`config.mk`:
```
export PLATFORM = sky130hd
export DESIGN_NAME = eeprom_page_loader
export DESIGN_NICKNAME = d
export VERILOG_FILES = /design/src/rtl/eeprom_page_loader.sv
export SDC_FILE = /design/constraint.sdc
export NUM_CORES = 1
export LEC_CHECK = 0
export CORE_MARGIN = 1.5
export CORE_UTILIZATION = 30
export DETAILED_ROUTE_END_ITERATION = 16
export SETUP_SLACK_MARGIN = 0.05
export SLEW_MARGIN = 25
export SYNTH_ARGS = -nofsm -noshare
export SYNTH_HDL_FRONTEND = slang
export SYNTH_SLANG_ARGS = --single-unit
```
`constraint.sdc`:
```
create_clock -name clk -period 7.85 [get_ports clk]
set_input_delay 1.57 -clock clk [delete_from_list [all_inputs] [get_ports clk]]
set_output_delay 1.57 -clock clk [all_outputs]
set_load 0.01 [all_outputs]
```
`src/rtl/eeprom_page_loader.sv`:
```
module eeprom_page_loader #(
  parameter int AW = 15,
  parameter int DW = 8,
  parameter int OFFW = 7,
  parameter int WIN_TICKS = 4,
  parameter int PROG_TICKS = 16
)(
  input  logic          clk,
  input  logic          rst_n,
  input  logic          tick,
  input  logic          wr_en,
  input  logic          rd_en,
  input  logic [AW-1:0] addr,
  input  logic [DW-1:0] wdata,
  output logic [DW-1:0] rdata,
  output logic          rvalid,
  output logic          busy,
  output logic          arr_we,
  output logic [AW-1:0] arr_addr,
  output logic [DW-1:0] arr_wdata,
  input  logic [DW-1:0] arr_rdata
);
  localparam int PAGE = 1 << OFFW;
  localparam int PGW  = AW - OFFW;
  localparam int WCW  = $clog2(WIN_TICKS + 1);
  localparam int PCW  = $clog2(PROG_TICKS + 1);

  typedef enum logic [1:0] {S_IDLE, S_LOAD, S_PROG} st_t;

  st_t             st;
  logic [PGW-1:0]  page_q;
  logic [AW-1:0]   last_addr;
  logic [DW-1:0]   last_data;
  logic [PAGE-1:0] vmask;
  logic [DW-1:0]   pbuf [PAGE];
  logic [WCW-1:0]  win_cnt;
  logic [PCW-1:0]  prog_cnt;
  logic            tmr_done;
  logic [OFFW-1:0] scan_idx;
  logic            scan_done;
  logic            tog;

  wire [OFFW-1:0] off     = addr[OFFW-1:0];
  wire            same_pg = addr[AW-1:OFFW] == page_q;
  wire            take    = wr_en && (st == S_IDLE || (st == S_LOAD && same_pg));
  wire            win_end = st == S_LOAD && !take && tick && win_cnt == WCW'(WIN_TICKS - 1);
  wire            p_exit  = st == S_PROG && scan_done && tmr_done;
  wire            hit     = addr == last_addr;
  wire [DW-1:0]   stat    = {hit & ~last_data[DW-1], tog, {(DW-2){1'b0}}};

  assign busy      = st == S_PROG;
  assign arr_we    = busy && !scan_done && vmask[scan_idx];
  assign arr_addr  = busy ? {page_q, scan_idx} : addr;
  assign arr_wdata = pbuf[scan_idx];

  always_ff @(posedge clk) begin
    if (!rst_n) begin
      st <= S_IDLE;
    end else begin
      case (st)
        S_IDLE:  if (take) st <= S_LOAD;
        S_LOAD:  if (win_end) st <= S_PROG;
        S_PROG:  if (p_exit) st <= S_IDLE;
        default: st <= S_IDLE;
      endcase
    end
  end

  always_ff @(posedge clk) begin
    if (!rst_n) begin
      win_cnt   <= '0;
      page_q    <= '0;
      last_addr <= '0;
      last_data <= '0;
    end else begin
      if (take) begin
        win_cnt   <= '0;
        last_addr <= addr;
        last_data <= wdata;
        if (st == S_IDLE) page_q <= addr[AW-1:OFFW];
      end else if (st == S_LOAD && tick) begin
        win_cnt <= win_cnt + 1'b1;
      end
    end
  end

  always_ff @(posedge clk) begin
    if (!rst_n) vmask <= '0;
    else if (take) vmask[off] <= 1'b1;
    else if (p_exit) vmask <= '0;
  end

  always_ff @(posedge clk) begin
    if (take) pbuf[off] <= wdata;
  end

  always_ff @(posedge clk) begin
    if (!rst_n || st != S_PROG) begin
      scan_idx  <= '0;
      scan_done <= 1'b0;
      prog_cnt  <= '0;
      tmr_done  <= 1'b0;
    end else begin
      if (!scan_done) begin
        scan_idx <= scan_idx + 1'b1;
        if (scan_idx == OFFW'(PAGE - 1)) scan_done <= 1'b1;
      end
      if (tick && !tmr_done) begin
        prog_cnt <= prog_cnt + 1'b1;
        if (prog_cnt == PCW'(PROG_TICKS - 1)) tmr_done <= 1'b1;
      end
    end
  end

  always_ff @(posedge clk) begin
    if (!rst_n) begin
      rvalid <= 1'b0;
      rdata  <= '0;
      tog    <= 1'b0;
    end else begin
      rvalid <= rd_en;
      if (!busy) tog <= 1'b0;
      else if (rd_en) tog <= ~tog;
      if (rd_en) rdata <= busy ? stat : arr_rdata;
    end
  end

  logic [PCW-1:0] chk_ticks;
  always_ff @(posedge clk) begin
    if (!rst_n || !busy) chk_ticks <= '0;
    else if (tick && chk_ticks < PCW'(PROG_TICKS)) chk_ticks <= chk_ticks + 1'b1;
  end

  p_start_on_tick_r3: assert property (@(posedge clk) disable iff (!rst_n)
    $rose(busy) |-> $past(tick));

  p_foreign_drop_r5: assert property (@(posedge clk) disable iff (!rst_n)
    (st == S_LOAD && wr_en && !same_pg) |=> $stable(vmask));

  p_mask_clear_r6: assert property (@(posedge clk) disable iff (!rst_n)
    $fell(busy) |-> vmask == '0);

  p_busy_wr_ignored_r7: assert property (@(posedge clk) disable iff (!rst_n)
    (busy && wr_en) |=> $stable(last_addr));

  p_busy_min_r8: assert property (@(posedge clk) disable iff (!rst_n)
    $fell(busy) |-> chk_ticks >= PCW'(PROG_TICKS));

  p_stat_pad_r9: assert property (@(posedge clk) disable iff (!rst_n)
    (rvalid && $past(rd_en) && $past(busy)) |-> rdata[DW-3:0] == '0);
endmodule

```
# After elaboration in Yosys (flattened, before gate mapping)
# Memories as Yosys holds them, arrays and structs flattened. A register that Yosys moved wholly into a read port is not among the register bits.
# Index checks and enable logic that the tools add are counted.
totals:
  regBits: 188
  ramBits: 1024
  inputBits: 36
  output_inout_bits: 34
  n_memories: 1
mem_list:
  columns: ["memory", "words", "word_bits", "read_ports", "rd_clocked_by_memory_dff", "wr", "line", "rtl"]
  rows:
  - ["pbuf", 128, 8, 1, 1, 1, "35", "logic [DW-1:0] pbuf [PAGE];"]
classes:
  add_sub_neg: 3
  order_cmp: 3
  eq_ne: 11
  n_mux: 18
  bitwise: 5
  n_reduce_logical: 25
ops:
  columns: ["operator", "count"]
  rows:
  - ["two-way mux 128 bit", 2]
  - ["bitwise OR 128 bit", 1]
  - ["less-than comparator 7 x 8 -> 1 bit, second input constant", 2]
  - ["== test 15 bit", 1]
  - ["two-way mux 15 bit", 1]
  - ["two-way mux 7 bit", 2]
  - ["logical AND 1 bit", 12]
  - ["== test 8 bit", 1]
  - ["two-way mux 8 bit", 1]
  - ["adder 7 x 1 -> 7 bit, second input constant", 1]
  - ["binary-select mux 1 bit (select 7 bit)", 1]
  - ["demux 1 bit (select 7 bit)", 1]
  - ["== test 7 bit, second input constant", 1]
  - ["greater-or-equal comparator 7 x 1 -> 1 bit, second input constant", 1]
  - ["two-way mux 1 bit", 6]
  - ["two-way mux 2 bit", 3]
  - ["inequality test 2 bit, second input constant", 3]
  - ["case mux 2 bit (3 select lines)", 1]
  - ["AND reduction 2 bit", 3]
  - ["adder 5 x 1 -> 5 bit, second input constant", 1]
  - ["== test 5 x 4 -> 1 bit, second input constant", 1]
  - ["zero test 1 bit", 4]
  - ["adder 3 x 1 -> 3 bit, second input constant", 1]
  - ["== test 3 x 2 -> 1 bit, second input constant", 1]
  - ["10 further kinds", 13]

# Longest topological paths before layout
# Gate-level depths: netlist of the first run.
logic_depth:
  word_depth: 10
  mapped_depth: 10

# Worst setup path before layout of the first run
# No wires, ideal clock.
synth_path:
  path_type: "flip-flop to output port"
  startpoint: "register (tool-made name)"
  endpoint: "output port arr_wdata[0]"
  t_arrival_ns: 2.684
  required_ns: 6.280
  path_slack_ns: 3.596
  path_stages_with_launch: 7
  cell_sequence: "dfxtp_1 > clkbuf_1 > clkbuf_1 > mux4_2 > mux4_2 > mux4_2 > mux2_2"
synth_lines:
  columns: ["item", "line", "rtl"]
  rows:
  - ["end: declaration", "20", "output logic [DW-1:0] arr_wdata,"]

==> results of run 1 <==
## kinds of logic (layout without fill, tap and decap cells)
| family | after synthesis | in the layout | share of synthesized area [%] |
|---|---|---|---|
| flip-flops | 1212 | 1212 | 73.68 |
| multiplexers | 409 | 409 | 18.36 |
| AND/OR/NAND/NOR | 338 | 338 | 3.122 |
| AO/OA/AOI/OAI | 180 | 180 | 2.757 |
| buffers and inverters | 148 | 357 | 1.319 |
| XOR/XNOR | 34 | 34 | 0.6357 |
| adder cells (fa/ha/maj) | 5 | 5 | 0.1336 |
## area by class of cell
| class | instances | area, sq um | area share [%] |
|---|---|---|---|
| Inverter | 5 | 18.77 | 0.03471 |
| Clock inverter | 57 | 493.0 | 0.9118 |
| Sequential cell | 1212 | 34540 | 63.88 |
| Tap cell | 2044 | 2557 | 4.730 |
| Timing Repair Buffer | 129 | 1241 | 2.296 |
| Clock buffer | 166 | 3314 | 6.131 |
| Multi-Input combinational cell | 966 | 11900 | 22.02 |
## sequential cells by signal (all words and copies together), names as in the netlist, named ones only
name	count
page_q	8
scan_idx	7
tmr_done	1
st	2
pbuf	1024
tog	1
last_addr	15
prog_cnt	5
rdata	8
scan_done	1
rvalid	1
win_cnt	3
last_data	1
vmask	128
## cell usage after synthesis (2+ instances only)
cell	count	area share, %
edfxtp_1	1024	66
mux4_2	359	17
dfxtp_1	188	8.0
nor2_1	173	1.4
o21a_1	128	2.1
clkbuf_1	87	0.70
nand2_1	82	0.66
mux2i_1	40	0.85
buf_1	27	0.22
nand3_1	24	0.26
a21oi_1	23	0.25
xor2_1	21	0.39
buf_2	20	0.21
nor2b_1	13	0.17
xnor2_1	13	0.24
mux2_2	10	0.24
buf_4	8	0.13
nand2b_1	8	0.11
or2_2	8	0.11
nand3b_1	6	0.096
o21ai_0	6	0.064
ha_1	5	0.13
nand4_1	5	0.067
nor4_1	5	0.067
inv_1	4	0.032
a211oi_1	3	0.048
a22oi_1	3	0.048
a311oi_1	3	0.056
and2_1	3	0.040
and3_1	3	0.040
nor3_1	3	0.032
a2111oi_0	2	0.037
a31oi_1	2	0.027
nand4b_1	2	0.037
o221ai_1	2	0.037
## metrics by stage
step / area (sq um) / hold WS (ps) / power [mW]
finish: 54060 / 459.2 / 12.78
global route: 54060 / 475.9 / 13.15
CTS: 54010 / 459.7 / 12.89
detailed placement: 50200 / 450.8 / 7.383
global placement: 50120 / 441.9 / 7.376
floorplan: 46840 / 433.0 / 7.220
## report_power, final
group | switching [mW] | internal [mW]
sequential | 0.0105 | 6.99
clock | 2.46 | 3.08
combinational | 0.180 | 0.0633
## per-layer routing
metal / part of all wire, % / vias to the layer above / global-route usage [%]
met5: 0 / - / 0
met1: 45 / 12210 / 20.72
met4: 2.4 / 0 / 3.972
li1: - / 9680 / -
met3: 7.2 / 169 / 3.150
met2: 45 / 738 / 21.26
## path summary, 6_finish.rpt
path	from	to	slack, ps	cells after the start
worst max-delay path	flip-flop	arr_wdata[4]	1580	6
worst min-delay path	vmask[37]$_SDFFE_PN0P_	vmask[37]$_SDFFE_PN0P_	460	1
worst max register to register	page_q[1]$_SDFFE_PN0P_	pbuf[88][4]$_DFFE_PP_	4050	6
worst min register to register	vmask[37]$_SDFFE_PN0P_	vmask[37]$_SDFFE_PN0P_	460	1
## worst max-delay path, stage by stage, from the launching register on
cell             delay, ps
dfxtp_4                940
buf_12                 450
mux4_2                 570
mux4_2                 520
mux4_2                 560
mux2_2                 330
clkdlybuf4s50_1        490
==> out/qor.txt, run 1 <==
Outcome: completed
Max Freq: 159.4 MHz
GRT Overall Usage: 14.20%
Final clock skew: 49.93 ps
Final setup TNS: 0 ps
Ys async rst share: 0%
Post-CTS Hold Buffers: 0
Setup CP Type: flip-flop to output port
Mean post-synth cell area: 20.14 sq um
Core Box Area: 154600 sq um
DR pass1 iterations: 5
Hold Vio Cnt, Final: 0
Vias in the first global route: 23300
Clock buffer depth: 3
Worst slack, placed: 2201 ps
Synth cell types: 48
Mean number of vias per cell: 4.978
Max H-tree Level: 3
First-pass GRT wire length: 164.3 mm
Die height: 398.2 microns
Main synth FF type: edfxtp_1
DR vias: 22800
Sequential-to-total area share from yosys stat: 73.68%
Startpoint types: flip-flop
Final setup vio count: 0
Power per cell area: 236.5 nW/um^2
Post-synth EDFFs: 1024
Port buffer count: 69
GRT overflow: 0
Critical Path AT: 4700 ps
Finished Layout Cells: 4579
Worst Tran Pin Value: 1065 ps
Initial antenna violation count: 4
CTS sink count: 1212
Commonest non-fill, non-tap cells in the layout: edfxtp_1 (1024), mux4_2 (359), dfxtp_1 (180)
Drt wl/cell: 24.68 microns
Crit-path max FO: 53
CP endpoint kind: output port
1st-iter DRT viols: 2062
Setup ws final: 1576 ps
#FFs+latches synth: 1212
RSZ-0062 raised after global routing: no
Die area: 158500 sq um
TritonCTS clock tree: built
Synthesized Nets: 2367
I/O pin count: 70
Commonest non-fill, non-tap cell in the layout: edfxtp_1
Tmin final: 6274 ps
# nets final: 2472
Number of max-slew violations in the final report: 0
Fill count: 14370
Routability congestion estimate: 0.7738
Num CTS Buffers: 117
Post-Syn Area: 46840 sq um
Mapped Cells: 2326
Setup bufs post-CTS: 0
P_leak: 16.17 nW
Max IR drop VDD: 0.1912 mV
Yosys warnings: 0
Slew headroom: 28.73%
Fin util: 34.97%
DP HPWL: 68.99 mm
Antenna cells: 0
Number of routed nets with antenna violations: 0
Total wire length: 113.0 mm
Die W: 398.2 microns
Post-CTS sizing: 0
Residual DRC: 0
Number of core rows: 144
Dpl cells: 4355
Worst Path Required: 6280 ps
Clock latency on the worst-skew pair: 740 ps
Period Utilization, post-route: 79.92%
Layout area overhead: 15.41%
Clock root buffer master: clkbuf_16
Worst Hold Class: flip-flop to flip-flop
Share of cells above drive strength 1: 27.10%
Clk pin slew, worst setup/hold paths: 70 ps
Largest net degree at the start of global routing: 81
Max-cap violations: 0
Initial Utilization: 30.30%
(Power assumes the default switching activity.)
==> run 2: changes to the inputs <==
Clock period 7.85 ns to 5.9 ns, I/O delays scaled along.
==> out/qor.txt, run 2 (synthesized netlist as in run 1, its figures left out) <==
Outcome: completed (unchanged)
P_int: 13.70 mW (was 10.14 mW)
CP endpoint kind: output port (unchanged)
Critical Path AT: 4550 ps (was 4700 ps)
Die W: 398.2 microns (unchanged)
Max IR drop VDD: 0.2485 mV (was 0.1912 mV)
Setup bufs post-CTS: 0 (unchanged)
P_leak: 16.66 nW (was 16.17 nW)
Crit-path max FO: 28 (was 53)
RSZ-0062 raised after global routing: no (unchanged)
GRT overflow: 0 (unchanged)
Setup ws final: 165.0 ps (was 1576 ps)
WHS: 459.1 ps (was 459.2 ps)
Setup CP Type: flip-flop to output port (unchanged)
TritonCTS clock tree: built (unchanged)
Commonest non-fill, non-tap cells in the layout: edfxtp_1 (1024), mux4_2 (359), dfxtp_1 (179) (was edfxtp_1 (1024), mux4_2 (359), dfxtp_1 (180))
Logic pwr share: 1.9% (about the same)
DR pass1 iterations: 5 (unchanged)
Design Power: 17.25 mW (was 12.78 mW)
Total wire length: 115.5 mm (was 113.0 mm)
Mean number of vias per cell: 4.994 (was 4.978)
Post-CTS Hold Buffers: 0 (unchanged)
Final setup vio count: 0 (unchanged)
Net Switching: 3.557 mW (was 2.648 mW)
Period Utilization, post-route: 97.20%
Worst Hold Class: flip-flop to flip-flop (unchanged)
Finished Layout Cells: 4657 (was 4579)
Port buffer count: 69 (unchanged)
Sw Share: 20.62% (was 20.71%)
Seq pwr share: 54.0% (was 54.8%)
GRT Overall Usage: 14.54% (was 14.20%)
Biggest regs: pbuf x1024, vmask x128, last_addr x15 (unchanged)
Vias in the first global route: 23340 (was 23300)
Die height: 398.2 microns (unchanged)
Tmin final: 5735 ps
Commonest non-fill, non-tap cell in the layout: edfxtp_1 (unchanged)
Fill count: 14340 (was 14370)
Number of core rows: 144 (unchanged)
Slew headroom: 28.76% (was 28.73%)
Power per cell area: 315.7 nW/um^2 (was 236.5 nW/um^2)
Max H-tree Level: 3 (unchanged)
Hold Vio Cnt, Final: 0 (unchanged)
Worst slack, placed: 1005 ps (was 2201 ps)
Max-cap violations: 0 (unchanged)
Max Freq: 174.4 MHz
CTS sink count: 1212 (unchanged)
Die area: 158500 sq um (unchanged)
Biggest register: pbuf (unchanged)
1st-iter DRT viols: 2309 (was 2062)
Power share of the clock group: 44.1% (was 43.3%)
DR vias: 23260 (was 22800)
Largest net degree at the start of global routing: 97 (was 81)
First-pass GRT wire length: 168.1 mm (was 164.3 mm)
Num CTS Buffers: 119 (was 117)
Largest register FFs: 1024 (unchanged)
Clk pin slew, worst setup/hold paths: 60 ps (was 70 ps)
Placed Area: 50710 sq um (was 50200 sq um)
Dpl cells: 4431 (was 4355)
Area occupied by multi-input gates: 11770 sq um (was 11900 sq um)
Drt wl/cell: 24.80 microns (was 24.68 microns)
FF/Latch Area: 34530 sq um (was 34540 sq um)
Initial antenna violation count: 10 (was 4)
I/O pin count: 70 (unchanged)
Post-CTS sizing: 0 (unchanged)
Clock latency on the worst-skew pair: 770 ps (was 740 ps)
Antenna cells: 0 (unchanged)
Clock buffer depth: 3 (unchanged)
Layout area overhead: 16.68% (was 15.41%)
Final clock skew: 71.38 ps (was 49.93 ps)
Worst Path Required: 4720 ps (was 6280 ps)
Initial Utilization: 30.30% (unchanged)
Fin util: 35.36% (was 34.97%)
Post-route cell area: 54650 sq um (was 54060 sq um)
Startpoint types: flip-flop (unchanged)
Number of routed nets with antenna violations: 0 (unchanged)
DP HPWL: 72.32 mm (was 68.99 mm)
Clock root buffer master: clkbuf_16 (unchanged)
Share of cells above drive strength 1: 27.36% (was 27.10%)
Core Box Area: 154600 sq um (unchanged)
Worst Tran Pin Value: 1055 ps (was 1065 ps)
Final setup TNS: 0 ps (unchanged)
Residual DRC: 0 (unchanged)
Number of max-slew violations in the final report: 0 (unchanged)
Routability congestion estimate: 0.7916 (was 0.7738)
# nets final: 2549 (was 2472)
run 2: cell types whose count changed in the layout (fill, tap and decap cells not counted), sizes merged:
cell,change
bufinv,+8
buf,+75
clkinvlp,-1
clkinv,+15
clkbuf,-19
run 2: path summary, 6_finish.rpt:
| path | start | to | slack [ps] | cells past startpoint |
|---|---|---|---|---|
| max reg2reg | page_q[4]$_SDFFE_PN0P_ | pbuf[26][2]$_DFFE_PP_ | 2610 | 7 |
| max | scan_idx[1]$_SDFFE_PN0N_ | arr_we | 170 | 6 |
| min reg2reg | win_cnt[1]$_SDFFE_PP0P_ | win_cnt[1]$_SDFFE_PP0P_ | 460 | 2 |
| min | win_cnt[1]$_SDFFE_PP0P_ | win_cnt[1]$_SDFFE_PP0P_ | 460 | 2 |
run 2: cell type report:
cell class	count	share of cell area (%)
Timing Repair Buffer	204	3.363
Tap cell	2044	4.679
Multi-Input combinational cell	966	21.54
Inverter	5	0.03434
Sequential cell	1212	63.19
Clock inverter	79	1.461
Clock buffer	147	5.735
run 2: power groups by stage:
stage	Clock, mW	Combinational [mW]	Sequential (mW)
6_report	7.61	0.328	9.32
5_1_grt	8.04	0.356	9.31
4_1_cts	7.75	0.331	9.32
3_5_place_dp	0	0.331	9.50
3_3_place_gp	0	0.324	9.50
2_1_floorplan	0	0.107	9.50
run 2: worst max-delay path, stage by stage, from the launching register on:
cell             delay [ps]
dfxtp_2                 960
mux4_2                  370
mux2i_1                 110
o311ai_0                950
o21ai_0                 280
a22oi_1                 510
clkdlybuf4s50_1         660
run 2: routing by layer:
layer,GRT usage [%],share of wire [%],vias to the layer above
met2,22.18,46,812
met4,3.694,2.0,10
met5,0,0.065,-
li1,-,-,9827
met1,21.17,45,12460
met3,2.995,7.7,150
==> run 3: changes to the inputs <==
Settings changed: GPL_TIMING_DRIVEN set to 0, HOLD_SLACK_MARGIN set to 0.05, TNS_END_PERCENT set to 10.
==> out/qor.txt, run 3 (synthesized netlist as in run 1, its figures left out) <==
Post-CTS Hold Buffers: 0 (unchanged)
Tmin final: 5804 ps (was 5735 ps)
Power per cell area: 315.7 nW/um^2 (about the same)
Commonest non-fill, non-tap cells in the layout: edfxtp_1 (1024), mux4_2 (359), dfxtp_1 (188) (was edfxtp_1 (1024), mux4_2 (359), dfxtp_1 (179))
Setup bufs post-CTS: 0 (unchanged)
GRT Overall Usage: 15.40% (was 14.54%)
Worst Path Required: 4720 ps (about the same)
Mean number of vias per cell: 5.073 (was 4.994)
Worst Tran Pin Value: 1117 ps (was 1055 ps)
P_leak: 16.39 nW (was 16.66 nW)
Clk pin slew, worst setup/hold paths: 60 ps (about the same)
Port buffer count: 64 (was 69)
Outcome: completed (unchanged)
Final clock skew: 37.53 ps (was 71.38 ps)
Layout area overhead: 16.12% (was 16.68%)
Biggest regs: pbuf x1024, vmask x128, last_addr x15 (unchanged)
Die W: 398.2 microns (unchanged)
CTS sink count: 1212 (unchanged)
Core Box Area: 154600 sq um (unchanged)
CP endpoint kind: output port (unchanged)
Setup CP Type: flip-flop to output port (unchanged)
Initial Utilization: 30.30% (unchanged)
Antenna cells: 0 (unchanged)
Total wire length: 122.2 mm (was 115.5 mm)
Die height: 398.2 microns (unchanged)
Startpoint types: flip-flop (unchanged)
Number of routed nets with antenna violations: 0 (unchanged)
Critical path cell sequence: clkbuf_1 -> clkbuf_1 -> mux2i_1 -> nand3b_1 -> o21ai_0 -> a311oi_1 -> o221ai_1 -> a22oi_2 -> clkdlybuf4s50_1 (was mux4_2 -> mux2i_1 -> o311ai_0 -> o21ai_0 -> a22oi_1 -> clkdlybuf4s50_1)
Final setup vio count: 0 (unchanged)
CP max stage delay: 880 ps (was 960 ps)
Commonest non-fill, non-tap cell in the layout: edfxtp_1 (unchanged)
Die area: 158500 sq um (unchanged)
Worst slack, placed: 153.1 ps (was 1005 ps)
Routability congestion estimate: 0.8742 (was 0.7916)
Number of max-slew violations in the final report: 0 (unchanged)
Setup ws final: 96.44 ps (was 165.0 ps)
1st-iter DRT viols: 2654 (was 2309)
Critical Path Slowest Stage Cell: clkbuf_1 (was dfxtp_2)
I/O pin count: 70 (unchanged)
Clock latency on the worst-skew pair: 730 ps (was 770 ps)
Residual DRC: 0 (unchanged)
Worst Hold Class: flip-flop to flip-flop (unchanged)
Max H-tree Level: 3 (unchanged)
Largest net degree at the start of global routing: 89 (was 97)
Initial antenna violation count: 10 (unchanged)
Share of cells above drive strength 1: 25.79% (was 27.36%)
DR pass1 iterations: 5 (unchanged)
Clock buffer depth: 3 (unchanged)
Largest register FFs: 1024 (unchanged)
RSZ-0062 raised after global routing: yes (was no)
WHS: 461.2 ps (was 459.1 ps)
Slew headroom: 25.50% (was 28.76%)
Max IR drop VDD: 0.2334 mV (was 0.2485 mV)
Num CTS Buffers: 118 (was 119)
Clock root buffer master: clkbuf_16 (unchanged)
Max Freq: 172.3 MHz (was 174.4 MHz)
First-pass GRT wire length: 175.0 mm (was 168.1 mm)
GRT overflow: 0 (unchanged)
Fin util: 35.19% (was 35.36%)
DP HPWL: 83.72 mm (was 72.32 mm)
TritonCTS clock tree: built (unchanged)
Biggest register: pbuf (unchanged)
DR vias: 23690 (was 23260)
# nets final: 2563 (was 2549)
Critical Path AT: 4620 ps (was 4550 ps)
Number of core rows: 144 (unchanged)
Crit-path max FO: 10 (was 28)
Vias in the first global route: 23840 (was 23340)
Design Power: 17.17 mW (was 17.25 mW)
Most used cell, CP: clkbuf_1
Period Utilization, post-route: 98.37% (was 97.20%)
Drt wl/cell: 26.17 microns (was 24.80 microns)
Max-cap violations: 0 (unchanged)
Hold Vio Cnt, Final: 0 (unchanged)
run 3: cell types whose count changed in the layout (fill, tap and decap cells not counted), sizes merged:
cell           previous run  this run
clkbuf                  147       266
buf                     143        58
clkinvlp                  4         5
clkdlybuf4s18             0         1
bufinv                   12         6
clkinv                   61        43
clkdlybuf4s50            61        56
clkdlybuf4s15             0         5
run 3: power by group:
group	switching, mW	leakage (nW)	internal (mW)
Combinational	0.253	3.78	0.0956
Sequential	0.0139	10.7	9.30
Clock	3.25	1.89	4.25
run 3: final cells by class:
| cell class | instances | area, sq um |
|---|---|---|
| plain buffers | 143 | 721.9 |
| inverters | 5 | 18.77 |
| repair buffers | 76 | 900.9 |
| fillers | 14440 | 100200 |
| flip-flops and latches | 1212 | 34510 |
| clock buffers | 167 | 3382 |
| well taps | 2044 | 2557 |
| clock inverters | 56 | 486.7 |
| multi-input cells | 966 | 11810 |
run 3: final timing paths:
check,startpoint,to,slack [ps],cells after the start
worst max-delay path,scan_idx[2]$_SDFFE_PN0N_,arr_we,100,9
worst min-delay path,vmask[10]$_SDFFE_PN0P_,vmask[10]$_SDFFE_PN0P_,460,1
worst max register to register,st[1]$_SDFFE_PN0P_,vmask[61]$_SDFFE_PN0P_,1850,10
worst min register to register,vmask[10]$_SDFFE_PN0P_,vmask[10]$_SDFFE_PN0P_,460,1
run 3: what timing repair did:
| action | 4_1_cts | 5_1_grt |
|---|---|---|
| setup endpoints to repair | 9 | 9 |
| gates resized for setup | 31 | 27 |
| hold endpoints to repair | 0 | 0 |
run 3: layer usage:
metal / global-route usage (%) / share of wire [%]
met1: 22.08 / 43
met2: 23.63 / 45
met3: 3.698 / 9.1
met4: 3.517 / 2.1
met5: 0 / 0.038
run 3: worst max-delay path, delay by kind of cell, from the launching register on:
kind	cells	cell delay [ps]
buffers and inverters	3	2080
AO/OA/AOI/OAI	4	1050
AND/OR/NAND/NOR	1	150
flip-flops	1	320
multiplexers	1	290
run 3: per-stage QoR:
stage	TNS, ps	instance area [sq um]	instances
2_1_floorplan	0	46840	2326
3_3_place_gp	-105490	50040	4434
3_5_place_dp	0	50360	4446
4_1_cts	-79.84	54310	4669
5_1_grt	0	54390	4669
6_report	0	54390	4669
